[src/rtl/ucseq_pkg.sv]
package ucseq_pkg;
  typedef enum logic [1:0] {
    NA_INC    = 2'd0,
    NA_JUMP   = 2'd1,
    NA_BRANCH = 2'd2,
    NA_END    = 2'd3
  } na_mode_e;

  typedef enum logic [2:0] {
    S_IDLE, S_LOAD, S_FETCH, S_WAIT, S_EXEC
  } seq_state_e;
endpackage

[src/rtl/ucseq_rtable.sv]
module ucseq_rtable #(
  parameter int N_ENTRIES = 4,
  parameter int MADDR_W   = 16,
  localparam int IDX_W    = $clog2(N_ENTRIES)
) (
  input  logic               clk,
  input  logic               rst,
  input  logic               lk_phase,
  input  logic [MADDR_W-1:0] lk_addr,
  output logic               lk_hit,
  output logic [IDX_W-1:0]   lk_idx,
  output logic [IDX_W-1:0]   vic_idx,
  input  logic               alloc_en,
  input  logic [IDX_W-1:0]   alloc_idx,
  input  logic               alloc_phase,
  input  logic [MADDR_W-1:0] alloc_addr,
  input  logic               commit_en,
  input  logic [IDX_W-1:0]   commit_idx,
  input  logic               touch_en,
  input  logic [IDX_W-1:0]   touch_idx
);
  logic [N_ENTRIES-1:0] valid_q;
  logic [N_ENTRIES-1:0] tphase_q;
  logic [MADDR_W-1:0]   taddr_q [N_ENTRIES];
  logic [IDX_W-1:0]     age_q   [N_ENTRIES];
  logic [N_ENTRIES-1:0] hitv;
  logic [IDX_W-1:0]     use_idx;
  logic                 use_en;

  for (genvar g = 0; g < N_ENTRIES; g++) begin : g_cmp
    assign hitv[g] = valid_q[g] && (tphase_q[g] == lk_phase) && (taddr_q[g] == lk_addr);
  end

  always_comb begin
    lk_hit = |hitv;
    lk_idx = '0;
    for (int i = N_ENTRIES - 1; i >= 0; i--)
      if (hitv[i]) lk_idx = IDX_W'(i);
  end

  // prefer an empty entry, else the oldest one
  always_comb begin
    vic_idx = '0;
    for (int i = N_ENTRIES - 1; i >= 0; i--)
      if (valid_q[i] && age_q[i] == IDX_W'(N_ENTRIES - 1)) vic_idx = IDX_W'(i);
    for (int i = N_ENTRIES - 1; i >= 0; i--)
      if (!valid_q[i]) vic_idx = IDX_W'(i);
  end

  assign use_en  = touch_en || commit_en;
  assign use_idx = touch_en ? touch_idx : commit_idx;

  always_ff @(posedge clk) begin
    if (rst) begin
      valid_q  <= '0;
      tphase_q <= '0;
      for (int i = 0; i < N_ENTRIES; i++) begin
        taddr_q[i] <= '0;
        age_q[i]   <= IDX_W'(i);
      end
    end else begin
      if (alloc_en) begin
        valid_q[alloc_idx]  <= 1'b0;
        tphase_q[alloc_idx] <= alloc_phase;
        taddr_q[alloc_idx]  <= alloc_addr;
      end
      if (commit_en) valid_q[commit_idx] <= 1'b1;
      if (use_en) begin
        for (int i = 0; i < N_ENTRIES; i++) begin
          if (IDX_W'(i) == use_idx)       age_q[i] <= '0;
          else if (age_q[i] < age_q[use_idx]) age_q[i] <= age_q[i] + 1'b1;
        end
      end
    end
  end

  // a lookup never matches two entries
  p_single_match_r8: assert property (@(posedge clk) disable iff (rst) $onehot0(hitv));
endmodule

[src/rtl/ucseq_cstore.sv]
module ucseq_cstore #(
  parameter int AW = 7,
  parameter int DW = 17
) (
  input  logic          clk,
  input  logic          we,
  input  logic [AW-1:0] waddr,
  input  logic [DW-1:0] wdata,
  input  logic [AW-1:0] raddr,
  output logic [DW-1:0] rdata
);
  logic [DW-1:0] mem [2**AW];

  always_ff @(posedge clk) begin
    if (we) mem[waddr] <= wdata;
    rdata <= mem[raddr];
  end
endmodule

[src/rtl/ucode_seq.sv]
module ucode_seq
  import ucseq_pkg::*;
#(
  parameter int CTRL_W     = 8,
  parameter int MADDR_W    = 16,
  parameter int FIX_WORDS  = 32,
  parameter int SLOT_WORDS = 8,
  parameter int N_ENTRIES  = 4,
  localparam int SEC_AW    = $clog2(FIX_WORDS + N_ENTRIES * SLOT_WORDS),
  localparam int CS_AW     = SEC_AW + 1,
  localparam int UW        = 2 + CS_AW + CTRL_W
) (
  input  logic               clk,
  input  logic               rst,
  input  logic               start,
  input  logic               start_rp,
  input  logic               start_phase,
  input  logic [MADDR_W-1:0] start_addr,
  input  logic               fu_status,
  output logic               fu_valid,
  output logic [CTRL_W-1:0]  fu_ctrl,
  output logic               done,
  output logic               busy,
  output logic               mem_req,
  output logic [MADDR_W-1:0] mem_addr,
  input  logic               mem_ack,
  input  logic [UW-1:0]      mem_rdata,
  input  logic               boot_we,
  input  logic [CS_AW-1:0]   boot_addr,
  input  logic [UW-1:0]      boot_data
);
  localparam int IDX_W   = $clog2(N_ENTRIES);
  localparam int SLOT_AW = $clog2(SLOT_WORDS);

  seq_state_e         state_q;
  logic [CS_AW-1:0]   csar_q, base_q, entry_addr, next_addr, ld_base;
  logic [UW-1:0]      mir_q, rd_word, ld_word, cs_wdata;
  logic               fu_valid_q, done_q;
  logic [IDX_W-1:0]   ld_idx_q;
  logic               ld_phase_q;
  logic [MADDR_W-1:0] ld_addr_q;
  logic [SLOT_AW-1:0] ld_cnt_q;
  logic               ld_we, ld_last, boot_ok, cs_we;
  logic [CS_AW-1:0]   cs_waddr;
  logic               lk_hit;
  logic [IDX_W-1:0]   lk_idx, vic_idx;
  logic               idle_start, alloc_en;
  na_mode_e           mir_mode, ld_mode;
  logic [CS_AW-1:0]   mir_tgt;

  function automatic logic [CS_AW-1:0] slot_base(input logic [IDX_W-1:0] idx, input logic ph);
    return {ph, SEC_AW'(FIX_WORDS + int'(idx) * SLOT_WORDS)};
  endfunction

  // microinstruction fields
  assign mir_mode = na_mode_e'(mir_q[UW-1 -: 2]);
  assign mir_tgt  = mir_q[CTRL_W +: CS_AW];
  assign ld_mode  = na_mode_e'(mem_rdata[UW-1 -: 2]);

  assign idle_start = (state_q == S_IDLE) && start;
  assign alloc_en   = idle_start && start_rp && !lk_hit;

  ucseq_rtable #(.N_ENTRIES(N_ENTRIES), .MADDR_W(MADDR_W)) u_table (
    .clk(clk), .rst(rst),
    .lk_phase(start_phase), .lk_addr(start_addr),
    .lk_hit(lk_hit), .lk_idx(lk_idx), .vic_idx(vic_idx),
    .alloc_en(alloc_en), .alloc_idx(vic_idx),
    .alloc_phase(start_phase), .alloc_addr(start_addr),
    .commit_en(ld_we && ld_last), .commit_idx(ld_idx_q),
    .touch_en(idle_start && start_rp && lk_hit), .touch_idx(lk_idx)
  );

  // page loader write path
  assign ld_we   = (state_q == S_LOAD) && mem_ack;
  assign ld_last = (ld_mode == NA_END) || (ld_cnt_q == SLOT_AW'(SLOT_WORDS - 1));
  assign ld_base = slot_base(ld_idx_q, ld_phase_q);
  assign ld_word = ld_last ? {NA_END, mem_rdata[UW-3:0]} : mem_rdata;

  assign boot_ok  = boot_we && (boot_addr[SEC_AW-1:0] < SEC_AW'(FIX_WORDS)) && !ld_we;
  assign cs_we    = ld_we || boot_ok;
  assign cs_waddr = ld_we ? ld_base + CS_AW'(ld_cnt_q) : boot_addr;
  assign cs_wdata = ld_we ? ld_word : boot_data;

  ucseq_cstore #(.AW(CS_AW), .DW(UW)) u_store (
    .clk(clk), .we(cs_we), .waddr(cs_waddr), .wdata(cs_wdata),
    .raddr(csar_q), .rdata(rd_word)
  );

  always_comb begin
    if (!start_rp) entry_addr = {start_phase, start_addr[SEC_AW-1:0]};
    else           entry_addr = slot_base(lk_idx, start_phase);
  end

  always_comb begin
    unique case (mir_mode)
      NA_JUMP:   next_addr = base_q + mir_tgt;
      NA_BRANCH: next_addr = fu_status ? base_q + mir_tgt : csar_q + 1'b1;
      default:   next_addr = csar_q + 1'b1;
    endcase
  end

  always_ff @(posedge clk) begin
    if (rst) begin
      state_q    <= S_IDLE;
      csar_q     <= '0;
      base_q     <= '0;
      mir_q      <= '0;
      fu_valid_q <= 1'b0;
      done_q     <= 1'b0;
      ld_idx_q   <= '0;
      ld_phase_q <= 1'b0;
      ld_addr_q  <= '0;
      ld_cnt_q   <= '0;
    end else begin
      fu_valid_q <= 1'b0;
      done_q     <= 1'b0;
      unique case (state_q)
        S_IDLE: if (start) begin
          if (start_rp && !lk_hit) begin
            ld_idx_q   <= vic_idx;
            ld_phase_q <= start_phase;
            ld_addr_q  <= start_addr;
            ld_cnt_q   <= '0;
            state_q    <= S_LOAD;
          end else begin
            csar_q  <= entry_addr;
            base_q  <= entry_addr;
            state_q <= S_FETCH;
          end
        end
        S_LOAD: if (mem_ack) begin
          if (ld_last) begin
            csar_q  <= ld_base;
            base_q  <= ld_base;
            state_q <= S_FETCH;
          end else begin
            ld_cnt_q  <= ld_cnt_q + 1'b1;
            ld_addr_q <= ld_addr_q + 1'b1;
          end
        end
        S_FETCH: state_q <= S_WAIT;
        S_WAIT: begin
          mir_q      <= rd_word;
          fu_valid_q <= 1'b1;
          state_q    <= S_EXEC;
        end
        S_EXEC: begin
          if (mir_mode == NA_END) begin
            done_q  <= 1'b1;
            state_q <= S_IDLE;
          end else begin
            csar_q  <= next_addr;
            state_q <= S_FETCH;
          end
        end
        default: state_q <= S_IDLE;
      endcase
    end
  end

  assign fu_valid = fu_valid_q;
  assign fu_ctrl  = mir_q[CTRL_W-1:0];
  assign done     = done_q;
  assign busy     = (state_q != S_IDLE);
  assign mem_req  = (state_q == S_LOAD);
  assign mem_addr = ld_addr_q;

  // done is a single-cycle pulse
  p_done_pulse_r5: assert property (@(posedge clk) disable iff (rst) done |=> !done);
  // done follows a presented word and leaves the unit idle
  p_done_after_word_r5: assert property (@(posedge clk) disable iff (rst)
    done |-> ($past(fu_valid) && !busy));
  // presented words are spaced, never back to back
  p_word_spacing_r2: assert property (@(posedge clk) disable iff (rst) fu_valid |=> !fu_valid);
  // memory traffic never overlaps execution
  p_req_not_exec_r6: assert property (@(posedge clk) disable iff (rst) !(mem_req && fu_valid));
  // a table hit starts without a memory request
  p_hit_no_req_r7: assert property (@(posedge clk) disable iff (rst)
    (idle_start && start_rp && lk_hit) |=> !mem_req);
  // a start while busy leaves the program base unchanged
  p_busy_start_r11: assert property (@(posedge clk) disable iff (rst)
    (start && busy && state_q != S_LOAD) |=> $stable(base_q));
endmodule

[config.mk]
export PLATFORM = sky130hd
export DESIGN_NAME = ucode_seq
export DESIGN_NICKNAME = d
export VERILOG_FILES = /design/src/rtl/ucseq_pkg.sv /design/src/rtl/ucseq_rtable.sv /design/src/rtl/ucseq_cstore.sv /design/src/rtl/ucode_seq.sv
export SDC_FILE = /design/constraint.sdc
export NUM_CORES = 2
export LEC_CHECK = 0
export BUFFER_PORTS_ARGS = -buffer_cell sky130_fd_sc_hd__buf_2
export CAP_MARGIN = 0
export CORE_ASPECT_RATIO = 0.9
export CORE_MARGIN = 3
export CORE_UTILIZATION = 45
export DETAILED_ROUTE_END_ITERATION = 7
export SYNTH_ARGS = -nofsm -noshare
export SYNTH_HDL_FRONTEND = slang
export SYNTH_HIERARCHICAL = 1
export SYNTH_SLANG_ARGS = --single-unit
[constraint.sdc]
create_clock -name clk -period 6.5 [get_ports clk]
set_input_delay 0.325 -clock clk [delete_from_list [all_inputs] [get_ports clk]]
set_output_delay 0.325 -clock clk [all_outputs]
set_load 0.03 [all_outputs]
Word-level counts from Yosys, hierarchy flattened
Memory sizes are Yosys's and may differ from the RTL's. A register that Yosys moved wholly into a read port is not among the register bits.
Cells that the tools add are included.
{ "totals": {"reg_bits": 66, "ram_bits": 2248, "in_bits": 65, "out_inout_bits": 28, "n_memories": 3} }
{ "op_classes": {"n_addsub": 11, "order_cmp": 9, "eq_ne": 31, "n_mux": 106, "n_bitwise": 12, "reduce_logical": 41} }
{ "mem_list": {"columns": ["name", "words", "width", "rd", "rd_ports_with_merged_regs", "write_ports", "line", "source"], "rows": [
  ["u_store.mem", 128, 17, 1, 1, 1, "ucseq_cstore.sv:12", "logic [DW-1:0] mem [2**AW];"],
  ["u_table.taddr_q", 4, 16, 4, 0, 4, "ucseq_rtable.sv:24", "logic [MADDR_W-1:0] taddr_q [N_ENTRIES];"],
  ["u_table.age_q", 4, 2, 5, 0, 4, "ucseq_rtable.sv:25", "logic [IDX_W-1:0] age_q [N_ENTRIES];"]
]} }
{ "ops": {"columns": ["op", "count"], "rows": [
  ["$mux W16", 5],
  ["$eq A16 B16 Y1", 4],
  ["$mux W7", 7],
  ["$mux W1", 48],
  ["$mux W2", 24],
  ["$mux W17", 2],
  ["$pmux W16 S2", 1],
  ["$pmux W7 S2", 2],
  ["$logic_and A1 B1 Y1", 23],
  ["$mux W3", 7],
  ["$pmux W7 S3", 1],
  ["$add A16 B1 Y16 const B", 1],
  ["$reduce_or A16 Y1", 1],
  ["$pmux W3 S5", 1],
  ["$eq A2 B2 Y1 const B", 7],
  ["$add A6 B5 Y6 const A", 2],
  ["$mux W4", 3],
  ["$reduce_and A5 Y1", 2],
  ["$add A2 B1 Y2 const B", 4],
  ["$lt A2 B2 Y1", 4],
  ["$ne A2 B2 Y1 const B", 4],
  ["$or A1 B1 Y1", 8],
  ["$add A7 B1 Y7 const B", 1],
  ["$add A7 B3 Y7", 1],
  ["other kinds (31)", 47]
]} }

Depth between registers and ports, before layout
An unclocked memory read counts as a cell.
{ "depth": {"word_depth": 21, "depth_mapped": 15} }

Hierarchy
The synthesis kept the hierarchy.
{ "by_module_without_submodules": {"columns": ["mod", "n_inst", "cells_each", "area_each_um2", "seq_area_each_um2"], "rows": [
  ["ucseq_cstore", 1, 3269, 83412.5, 65683.0],
  ["ucseq_rtable", 1, 377, 4180.3, 2322.2],
  ["ucode_seq", 1, 470, 3671.0, 1161.1]
]} }

Worst setup path after synthesis
No wires, ideal clock.
{ "synth_timing": {"path_type": "flip-flop to flip-flop", "from": "reg state_q[1]", "to": "mem u_store.mem[0][15], data pin", "setup_ps": 1197, "t_arrival_ps": 5927, "t_required_ps": 5303, "setup_slack_ps": -624, "stages_incl_launch_ff": 5, "n_path_buf": 2, "period_less_slack_ps": 7124, "path_cell_list": "dfxtp_1 nand4bb_1 buf_2 buf_1 o21ai_0"} }
{ "synth_via": {"elab_chain_len": 3} }
{ "synth_lines": {"columns": ["element", "line", "source"], "rows": [
  ["start, declared", "ucode_seq.sv:35", "seq_state_e state_q;"],
  ["start signal, assigned", "ucode_seq.sv:104", "state_q <= S_IDLE;"],
  ["start signal, assigned", "ucode_seq.sv:124", "state_q <= S_LOAD;"],
  ["start signal, assigned", "ucode_seq.sv:128", "state_q <= S_FETCH;"],
  ["$eq A3 B1 Y1", "ucode_seq.sv:74", "assign ld_we = (state_q == S_LOAD) && mem_ack;"],
  ["$logic_and A1 B1 Y1", "ucode_seq.sv:74", null],
  ["$mux W17", "ucode_seq.sv:82", "assign cs_wdata = ld_we ? ld_word : boot_data;"],
  ["via cs_wdata[15]", "ucode_seq.sv:37", "logic [UW-1:0] mir_q, rd_word, ld_word, cs_wdata;"],
  ["end, declared", "ucseq_cstore.sv:12", null]
]} }
The timed path passes the listed nets, and every way through them passes these cells.

Worst setup path after layout
{ "layout_timing": {"from": "reg state_q[1]", "to": "mem u_store.mem[46][15] (enable)"} }
{ "layout_via": {"elab_cells_between_ends": 8} }
{ "layout_rtl": {"columns": ["element", "line", "source"], "rows": [
  ["$eq A3 B1 Y1", "ucode_seq.sv:74", null],
  ["$logic_and A1 B1 Y1", "ucode_seq.sv:74", null],
  ["$mux W7", "ucode_seq.sv:81", "assign cs_waddr = ld_we ? ld_base + CS_AW'(ld_cnt_q) : boot_addr;"],
  ["via cs_waddr[0]", "ucode_seq.sv:44", "logic [CS_AW-1:0] cs_waddr;"]
]} }
The timed path passes the listed nets, and every way through them passes these cells.

==> results.cfg <==
[outcome]
status = completed

[grt]
grt_start_max_net_pins = 107
grt_overflow = 0
track_usage = 0.222
grt_pass1_wl_um = 328000
grt_pass1_vias = 42681
antenna_found_initial = 15

[synthesis]
synth_top_area_frac = 0.740
synthCells = 4116
synth_top_family_by_area = multiplexers
muxShareOfSynthArea = 0.183
ys.flop_type = edfxtp_1
synth_compound_area_frac = 0.0114
synth_xor_area_frac = 0.00729
yosys.area_share.simple = 0.0247
syn_nets = 4199
synthesis.area_um2 = 91300
yosys.area_share.adder = 0.00266
avgSynthCellArea_um2 = 22.2
ys_seq_area_frac = 0.758
synth_area_leaders = edfxtp_1, mux4_2, dfxtp_1
synth_cell_types = 74
ys_ff_latch = 2331
yosysTopAreaCell = edfxtp_1
synth-edff-count = 2248
ys.warnings.count = 6
synthArstFlopShare = 0

[min_path]
min_from = rst
hold_path_class = input pin to flop
holdPathEnd = u_table/valid_q[3]
min_path_cells = 2

[timing]
skew_ns = 0.0479
tightest_slew_ns = 1.28
tns_ns = 0
drv_slew = 0
finalSetupViolCount = 0
worst_slack_ns = 1.65
relSlewSlack = 0.146
rsz0062_at_grt = no
hold_violations = 0
max_freq_ghz = 0.206
period_share = 0.746
fin_crit_ns = 4.85

[worst_setup_path]
path_class = flop to flop
max_stage_delay_ns = 0.94
worst-r2r-setup-slack_ns = 1.65
r2r-start = state_q[1]
reg2reg_depth = 6
startpoint_type = flop
path_cells = nand4bb_4 -> mux2_2 -> nor2b_1 -> nand3_1 -> buf_4 -> nor2_2
worstSetupEndpointType = flop
cp.required_ns = 6.96
path_max_fanout = 28
r2r-end = u_store/mem[46][15]
crit_slowest_cell = nand4bb_4
arrival_ns = 5.31

[final_layout]
drive_gt1_frac = 0.310
nFillCells = 15591
fin_nets = 4447
synthToLayoutAreaGrowth_pct = 12.8
multi_input_comb_area_um2 = 21300
instances_no_fill = 7242
final-seq-area_um2 = 69200
finalInstanceArea_um2 = 103000

[power]
finalPower_mw = 33.5
power_density_nw_per_um2 = 326
leakage_nw = 31.2
ir_drop_mv = 0.246

[detailed_routing]
drc = 0
drt_pass1_iterations = 5
routed_wl_um = 230000
antenna_left = 0
post_drt_wl_per_cell_um = 31.7
drt_iter0_markers = 5445
viasPerCell = 6.07
vias = 43928

[floorplan]
die_x_um = 481
io_pins = 93
start_util = 0.454
die_h_um = 433
die_area_um2 = 208000
core-area_um2 = 201000
rows = 156

[clock_network]
worst_skew_pair.late_latency_ns = 0.86
clock_sinks = 2331
cts_max_level = 4
cts_tree = done
cts_buffers = 224
cts-resized-gates = 0
post_cts_buffers = 0
postCtsHoldBufs = 19
clk_path_buf_depth = 3
clk_pin_slew_worst_paths_ns = 0.06
root_buffer = clkbuf_16

[placed_design]
io_buffers = 92
place_area_um2 = 95600
dp_hpwl_um = 142000
dp_cells = 6805
gp_congestion = 0.839
pre_cts_slack_ns = 1.72

[job]
max_cap_violations = 0
[report_power, final]
group	total, mW	switching [mW]	internal, mW
Clock	12.7	5.54	7.15
Sequential	17.0	0.143	16.9
Combinational	3.85	2.38	1.47
[final cells by class]
class                           count  share of cell area
Timing Repair Buffer              245              0.0178
Multi-Input combinational cell   1525               0.207
Sequential cell                  2331               0.672
Tap cell                         2686              0.0326
Clock inverter                    132              0.0127
Clock buffer                      280              0.0566
Antenna cell                        6            0.000146
Inverter                           37             0.00140
[state kept, by name, summed over array words and instances (netlist names), 2 cells and up]
name and count:
base_q 7, csar_q 7, ld_cnt_q 3, ld_idx_q 2, mem_addr 16, mir_q 17
state_q 3, u_store/mem 2176, u_store/rdata 17, u_table/age_q 8, u_table/taddr_q 64, u_table/tphase_q 4
u_table/valid_q 4
[through the flow]
| step | util | hold WS (ns) |
|---|---|---|
| 2_1_floorplan | - | 0.417 |
| 6_report | 0.512 | 0.0930 |
| 3_5_place_dp | 0.475 | 0.427 |
| 4_1_cts | 0.512 | 0.0406 |
| 3_3_place_gp | 0.475 | 0.428 |
| 5_1_grt | 0.512 | 0.108 |
[cell families after synthesis]
| group | after synthesis |
|---|---|
| xor gates and xnor gates | 76 |
| AOI/OAI and AO/OA | 157 |
| adders and majority gates | 19 |
| DFF | 2331 |
| and+or+nand+nor | 501 |
| buffers and inverters | 260 |
| muxes | 772 |
[worst max path at each step]
stage | endpoint | slack [ns] | startpoint | depth (start not counted)
6_report | u_store/mem[46][15] | 1.65 | state_q[1] | 6
5_1_grt | u_store/mem[46][13] | 1.53 | state_q[1] | 6
4_1_cts | u_store/mem[46][0] | 1.70 | state_q[1] | 6
3_5_place_dp | u_table/age_q[0][0] | 1.72 | start_addr[15] | 13
3_3_place_gp | u_store/mem[46][11] | 1.81 | state_q[1] | 6
2_1_floorplan | u_store/mem[0][15] | -0.62 | state_q[1] | 4
[worst max-delay path, delay by kind of cell, from the launching register on]
kind                   cells  cell delay, ns
and+or+nand+nor            4            2.74
DFF                        1            0.46
muxes                      1            0.76
buffers and inverters      1            0.45
[routing by layer]
layer | GRT usage | up-vias | wire [um]
met5 | 0 | - | 0
met4 | 0.0449 | 0 | 3930
met3 | 0.0396 | 255 | 19000
met2 | 0.328 | 1893 | 106000
met1 | 0.348 | 23969 | 101000
li1 | - | 17811 | -
[cell usage in the layout, fill, tap and decap left out, types with 15 or more instances in the layout]
cell type,n
nand3_1,38
o21ai_0,27
nand2b_1,18
dfxtp_1,77
a21oi_1,53
clkinv_1,50
nor2_1,152
clkinv_2,40
mux4_2,714
mux2_4,17
buf_4,120
mux2_2,25
ha_1,17
nor2_2,82
xnor2_1,45
inv_1,35
clkbuf_1,55
dlygate4sd3_1,19
bufinv_16,20
clkbuf_16,224
buf_2,92
nor3_1,18
nand2_1,102
mux2i_1,15
xor2_1,31
edfxtp_1,2248
[cells in the mapped netlist (all sizes together) (6+ instances only)]
cell type / count
buf: 89
nor4: 11
a31oi: 6
or3: 8
nand2b: 18
inv: 35
ha: 17
edfxtp: 2248
nand4: 13
xnor2: 45
and3: 7
nor3: 28
nand3: 38
dfxtp: 83
or2: 7
nor2: 234
mux2: 42
nand2: 104
mux2i: 16
a211oi: 12
nor2b: 12
o21ai: 29
xor2: 31
mux4: 714
clkbuf: 134
a221oi: 6
a21oi: 54
Power figures use the tool's default switching activity.
